==> src/rtl/fpcmp_pkg.sv <==
package fpcmp_pkg;
  typedef enum logic [1:0] {
    REL_EQ = 2'd0,
    REL_LT = 2'd1,
    REL_GT = 2'd2,
    REL_UN = 2'd3
  } rel_t;
endpackage

==> src/rtl/fpcmp_classify.sv <==
module fpcmp_classify #(
  parameter int EXP_W  = 8,
  parameter int FRAC_W = 23,
  localparam int W     = 1 + EXP_W + FRAC_W
) (
  input  logic [W-1:0] op,
  output logic         sign_o,
  output logic [W-2:0] mag_o,
  output logic         nan_o,
  output logic         snan_o,
  output logic         zero_o
);
  logic [EXP_W-1:0]  expf;
  logic [FRAC_W-1:0] frac;

  assign sign_o = op[W-1];
  assign mag_o  = op[W-2:0];
  assign expf   = op[W-2:FRAC_W];
  assign frac   = op[FRAC_W-1:0];

  always_comb begin
    nan_o  = (&expf) && (|frac);
    snan_o = nan_o && !frac[FRAC_W-1];
    zero_o = (mag_o == '0);
  end
endmodule

==> src/rtl/fpcmp_order.sv <==
module fpcmp_order
  import fpcmp_pkg::*;
#(
  parameter int W = 32
) (
  input  logic         sign_a,
  input  logic [W-2:0] mag_a,
  input  logic         nan_a,
  input  logic         zero_a,
  input  logic         sign_b,
  input  logic [W-2:0] mag_b,
  input  logic         nan_b,
  input  logic         zero_b,
  output rel_t         rel_o
);
  logic mag_lt, mag_eq;

  assign mag_lt = (mag_a < mag_b);
  assign mag_eq = (mag_a == mag_b);

  always_comb begin
    if (nan_a || nan_b) begin
      rel_o = REL_UN;
    end else if (zero_a && zero_b) begin
      rel_o = REL_EQ;
    end else if (sign_a != sign_b) begin
      rel_o = sign_a ? REL_LT : REL_GT;
    end else if (mag_eq) begin
      rel_o = REL_EQ;
    end else if (sign_a) begin
      rel_o = mag_lt ? REL_GT : REL_LT;
    end else begin
      rel_o = mag_lt ? REL_LT : REL_GT;
    end
  end
endmodule

==> src/rtl/fpcmp_status.sv <==
module fpcmp_status
  import fpcmp_pkg::*;
(
  input  logic       clk,
  input  logic       rst,
  input  logic       in_valid,
  input  logic       cmp_signaling,
  input  logic       trap_nv_en,
  input  rel_t       rel,
  input  logic       any_nan,
  input  logic       any_snan,
  output logic       out_valid,
  output logic [1:0] cc_o,
  output logic       nv_o,
  output logic       trap_o,
  output logic       acc_nv_o
);
  logic raise_nv, take_trap, commit;

  always_comb begin
    raise_nv  = in_valid && (cmp_signaling ? any_nan : any_snan);
    take_trap = raise_nv && trap_nv_en;
    commit    = in_valid && !take_trap;
  end

  always_ff @(posedge clk) begin
    if (rst) begin
      out_valid <= 1'b0;
      cc_o      <= 2'd0;
      nv_o      <= 1'b0;
      trap_o    <= 1'b0;
      acc_nv_o  <= 1'b0;
    end else begin
      out_valid <= in_valid;
      nv_o      <= raise_nv;
      trap_o    <= take_trap;
      if (commit) begin
        cc_o <= rel;
        if (rel == REL_UN || raise_nv) acc_nv_o <= 1'b1;
      end
    end
  end

  // a trapped request leaves the condition code untouched
  p_trap_holds_cc_r7: assert property (@(posedge clk) disable iff (rst)
    trap_o |-> $stable(cc_o));
  // a trap is always accompanied by invalid
  p_trap_needs_nv_r7: assert property (@(posedge clk) disable iff (rst)
    trap_o |-> (nv_o && out_valid));
  // the accrued bit never clears without reset
  p_acc_sticky_r6: assert property (@(posedge clk) disable iff (rst)
    acc_nv_o |=> acc_nv_o);
  // no result strobe without a request
  p_idle_quiet_r9: assert property (@(posedge clk) disable iff (rst)
    !in_valid |=> (!out_valid && !trap_o && !nv_o));
endmodule

==> src/rtl/fpcmp_cc.sv <==
module fpcmp_cc
  import fpcmp_pkg::*;
#(
  parameter bit USE_DOUBLE = 1'b0,
  localparam int EXP_W  = USE_DOUBLE ? 11 : 8,
  localparam int FRAC_W = USE_DOUBLE ? 52 : 23,
  localparam int W      = 1 + EXP_W + FRAC_W
) (
  input  logic         clk,
  input  logic         rst,
  input  logic         in_valid,
  input  logic         cmp_signaling,
  input  logic         trap_nv_en,
  input  logic [W-1:0] op_a,
  input  logic [W-1:0] op_b,
  output logic         out_valid,
  output logic [1:0]   cc_o,
  output logic         nv_o,
  output logic         trap_o,
  output logic         acc_nv_o
);
  logic [W-1:0] ops  [2];
  logic         sgn  [2];
  logic [W-2:0] mag  [2];
  logic         nan  [2];
  logic         snan [2];
  logic         zero [2];
  rel_t         rel;

  assign ops[0] = op_a;
  assign ops[1] = op_b;

  for (genvar gi = 0; gi < 2; gi++) begin : g_cls
    fpcmp_classify #(.EXP_W(EXP_W), .FRAC_W(FRAC_W)) u_cls (
      .op     (ops[gi]),
      .sign_o (sgn[gi]),
      .mag_o  (mag[gi]),
      .nan_o  (nan[gi]),
      .snan_o (snan[gi]),
      .zero_o (zero[gi])
    );
  end

  fpcmp_order #(.W(W)) u_order (
    .sign_a (sgn[0]), .mag_a (mag[0]), .nan_a (nan[0]), .zero_a (zero[0]),
    .sign_b (sgn[1]), .mag_b (mag[1]), .nan_b (nan[1]), .zero_b (zero[1]),
    .rel_o  (rel)
  );

  fpcmp_status u_status (
    .clk           (clk),
    .rst           (rst),
    .in_valid      (in_valid),
    .cmp_signaling (cmp_signaling),
    .trap_nv_en    (trap_nv_en),
    .rel           (rel),
    .any_nan       (nan[0] || nan[1]),
    .any_snan      (snan[0] || snan[1]),
    .out_valid     (out_valid),
    .cc_o          (cc_o),
    .nv_o          (nv_o),
    .trap_o        (trap_o),
    .acc_nv_o      (acc_nv_o)
  );

  // every accepted request is answered on the next edge
  p_valid_next_r1: assert property (@(posedge clk) disable iff (rst)
    in_valid |=> out_valid);
  // a signaling compare that finds no order must flag invalid
  p_sig_unord_nv_r5: assert property (@(posedge clk) disable iff (rst)
    (in_valid && cmp_signaling && rel == REL_UN) |=> nv_o);
  // an ordered committed result never reports invalid
  p_ordered_no_nv_r4: assert property (@(posedge clk) disable iff (rst)
    (out_valid && !trap_o && cc_o != 2'd3) |-> !nv_o);
endmodule

==> config.mk <==
export PLATFORM = sky130hd
export DESIGN_NAME = fpcmp_cc
export DESIGN_NICKNAME = d
export VERILOG_FILES = /design/src/rtl/fpcmp_pkg.sv /design/src/rtl/fpcmp_classify.sv /design/src/rtl/fpcmp_order.sv /design/src/rtl/fpcmp_status.sv /design/src/rtl/fpcmp_cc.sv
export SDC_FILE = /design/constraint.sdc
export NUM_CORES = 1
export LEC_CHECK = 0
export BUFFER_PORTS_ARGS = -buffer_cell sky130_fd_sc_hd__buf_2
export CAP_MARGIN = 20
export CORE_MARGIN = 2
export CORE_UTILIZATION = 48
export DETAILED_ROUTE_END_ITERATION = 7
export PLACE_DENSITY = 0.85
export SYNTH_ARGS = -nofsm -noshare
export SYNTH_HDL_FRONTEND = slang
export SYNTH_SLANG_ARGS = --single-unit
==> constraint.sdc <==
create_clock -name clk -period 2.64 [get_ports clk]
set_input_delay 0.132 -clock clk [delete_from_list [all_inputs] [get_ports clk]]
set_output_delay 0.132 -clock clk [all_outputs]
set_load 0.05 [all_outputs]
==> impl_metrics.py <==
metrics = {
    "placed_design": {
        "place_congestion": 0.897,
        "dpl.hpwl_um": 3290,
        "io_buffers": 74,
        "dpl_worst_slack_ps": 607,
    },
    "die": {
        "std_cell_rows": 19,
        "initial_core_util_pct": 49.6,
        "die_area_um2": 3210,
        "io_pins": 75,
        "core_um2": 2690,
        "die-height_um": 56.7,
        "die_x_um": 56.7,
    },
    "clock_tree": {
        "clk-insertion-delay-late_ps": 240,
        "htree_levels": 1,
        "cts-root-buf": "clkbuf_4",
        "numCtsBuffers": 3,
        "post_cts_buffers": 0,
        "clock_sinks": 6,
        "cts_tree": "done",
        "ctsHoldBuffers": 0,
        "clk_pin_slew_ps": 40,
        "clockBufferDepth": 2,
        "post_cts_resized": 0,
    },
    "worst_setup_path": {
        "path_max_fanout": 4,
        "reg2reg_from": "u_status.cc_o[1]$_SDFFE_PP0P_",
        "crit_path_end_kind": "flip-flop",
        "crit_chain": "buf_2 -> inv_1 -> ha_1 -> nand4_2 -> or4_4 -> nor2_1 -> nor3b_1 -> mux2i_1 -> a311oi_2",
        "critPathLaunchType": "input port",
        "crit_buf_inv": 2,
        "critical_path.top_delay_family": "simple AND/OR/NAND/NOR gates",
        "critPathArrivalTime_ps": 1890,
        "worst_ep_required_time_ps": 2750,
        "reg2reg_slack_ps": 1930,
        "r2r_cells": 2,
        "critPathKind": "in -> reg",
        "critPathMaxStageDelay_ps": 580,
        "slowest_stage": "or4_4",
        "r2r_end": "u_status.cc_o[1]$_SDFFE_PP0P_",
    },
    "yosys": {
        "syn_inst": 179,
        "ys_seq_area_share_pct": 9.01,
        "synth.avg_cell_area_um2": 7.44,
        "synth_seq_cells": 6,
        "synth.net_count": 279,
        "netlist_area_um2": 1330,
        "yosys_warnings": 0,
        "synth_cell_types": 38,
    },
    "timing": {
        "setup_viol": 0,
        "clock.fmax_ghz": 0.563,
        "tightest_slew_ps": 468,
        "slew_violations": 0,
        "relSlewSlack_pct": 68.8,
        "fin_ws_ps": 863,
        "rsz0062_at_grt": "no",
        "whs_ps": 114,
        "tns_ps": 0,
        "finClkSkew_ps": 0,
        "fin_crit_ps": 1780,
        "hold_viol_final": 0,
        "post-route-period-util_pct": 67.3,
    },
    "run": {
        "maxCapViolCount": 0,
    },
    "global_route": {
        "overflow": 0,
        "grt_pass1_vias": 1602,
        "antenna_found_initial": 0,
        "grt_max_degree": 7,
        "grt_pass1_wl_um": 6290,
        "grtUsageTotal_pct": 23.7,
    },
    "power": {
        "p_per_area_nw_per_um2": 231,
        "ir_drop_v": 0.000320,
        "leakage_nw": 0.954,
        "p_total_mw": 0.407,
    },
    "min_path": {
        "hold_start": "rst",
        "hold_class": "in -> reg",
        "holdPathStages": 2,
        "min_to": "u_status.cc_o[0]$_SDFFE_PP0P_",
    },
    "layout": {
        "area_delta_synth_final_pct": 32.4,
        "drive_gt1_share_pct": 33.2,
        "fill_cells": 265,
        "nNetsFinal": 358,
        "diodes": 0,
    },
    "run_status": {
        "status": "finished, final reports clean",
    },
    "route": {
        "wl_per_cell_um": 12.5,
        "drt_iter0_markers": 64,
        "dr.pass1.iters": 4,
        "vias": 1645,
        "wl_um": 3590,
        "drc_errors": 0,
        "vias_per_cell": 5.73,
        "ant_nets": 0,
    },
}
-- how the worst max path moves through the flow --
stage | startpoint | end | slack, ps | cells past startpoint
floorplan | op_b[29] | u_status.cc_o[0]$_SDFFE_PP0P_ | 880 | 8
CTS | op_b[29] | u_status.cc_o[0]$_SDFFE_PP0P_ | 870 | 9
finish | op_b[29] | u_status.cc_o[0]$_SDFFE_PP0P_ | 860 | 9
global route | op_b[29] | u_status.cc_o[0]$_SDFFE_PP0P_ | 740 | 9
global placement | op_b[29] | u_status.cc_o[0]$_SDFFE_PP0P_ | 650 | 9
detailed placement | op_b[29] | u_status.cc_o[0]$_SDFFE_PP0P_ | 610 | 9
-- cell families (layout without fill, tap and decap cells) --
kind of cell	after synthesis	after routing	synth area share, %
mux	2	2	1.50
buf+inv	33	110	9.30
compound gates	39	39	19.7
flops	6	6	9.01
simple gates	68	68	31.4
fa+ha+maj	31	31	29.1
-- layout by cell type, fill, tap and decap left out, types with 2 or more instances in the layout --
master,count
a21o_1,2
a21oi_1,15
a31oi_1,2
buf_2,74
clkbuf_4,3
dfxtp_1,6
ha_1,31
inv_1,33
mux2i_1,2
nand2_1,11
nand3_1,3
nand4_1,13
nor2_1,8
nor3_1,5
nor3b_1,3
nor4_1,16
o21ai_0,6
-- layout make-up --
class | count | area [um^2] | share of cell area, %
well taps | 31 | 38.8 | 2.20
multi-input cells | 140 | 1090 | 61.7
inverters | 33 | 124 | 7.02
clock buffers | 3 | 22.5 | 1.28
repair buffers | 74 | 370 | 21.0
flip-flops and latches | 6 | 120 | 6.81
-- through the flow --
stage          std cells  cell area, um^2  utilization (%)
3_5_place_dp         284             1740             64.8
6_report             287             1760             65.7
5_1_grt              287             1760             65.7
2_1_floorplan        179             1330                -
3_3_place_gp         284             1740             64.8
4_1_cts              287             1760             65.7
-- routing by layer --
metal	vias up	wire, um	global-route usage [%]
met5	-	0	0
met4	0	28	5.10
met3	4	242	4.15
met2	60	1830	44.7
met1	744	1500	27.3
li1	837	-	-
-- sequential cells by signal, summed over array words and instances, names as in the netlist --
| name | cells |
|---|---|
| u_status.cc_o | 2 |
| u_status.nv_o | 1 |
| u_status.out_valid | 1 |
| u_status.acc_nv_o | 1 |
| u_status.trap_o | 1 |
-- report_power, final --
part / total, mW / internal [mW] / leakage (nW) / switching (mW)
clock: 0.0841 / 0.0514 / 0.0138 / 0.0327
sequential: 0.0961 / 0.0946 / 0.0492 / 0.00149
combinational: 0.227 / 0.101 / 0.891 / 0.125
-- Yosys cell counts --
master / count / area, um^2
dfxtp_1: 6 / 120
a21o_1: 2 / 15.0
or4_4: 1 / 11.3
o21ai_1: 1 / 5.00
o31ai_1: 1 / 7.51
nand4_2: 1 / 12.5
a41oi_1: 1 / 8.76
a21oi_1: 15 / 75.1
a211oi_2: 1 / 12.5
nand4_4: 1 / 21.3
o21a_1: 1 / 7.51
o21bai_1: 1 / 7.51
a311oi_1: 1 / 8.76
o21ai_0: 6 / 30.0
and3b_1: 1 / 8.76
a311oi_2: 1 / 15.0
mux2i_1: 2 / 20.0
a221oi_1: 1 / 8.76
nand3_1: 3 / 15.0
a31oi_1: 2 / 12.5
o22ai_1: 1 / 6.26
or4_1: 1 / 7.51
nor3b_1: 3 / 22.5
nand2_1: 11 / 41.3
or2_2: 1 / 6.26
inv_1: 33 / 124
ha_1: 31 / 388
nor3_1: 5 / 25.0
nor4_1: 16 / 100
a211oi_1: 1 / 7.51
nand4_1: 13 / 81.3
a21oi_4: 1 / 16.3
nand2b_1: 1 / 6.26
nor4_4: 1 / 21.3
nor2_1: 8 / 30.0
a221o_1: 1 / 10.0
o2bb2ai_1: 1 / 8.76
nand3b_1: 1 / 7.51
Power figures use the tool's default switching activity.
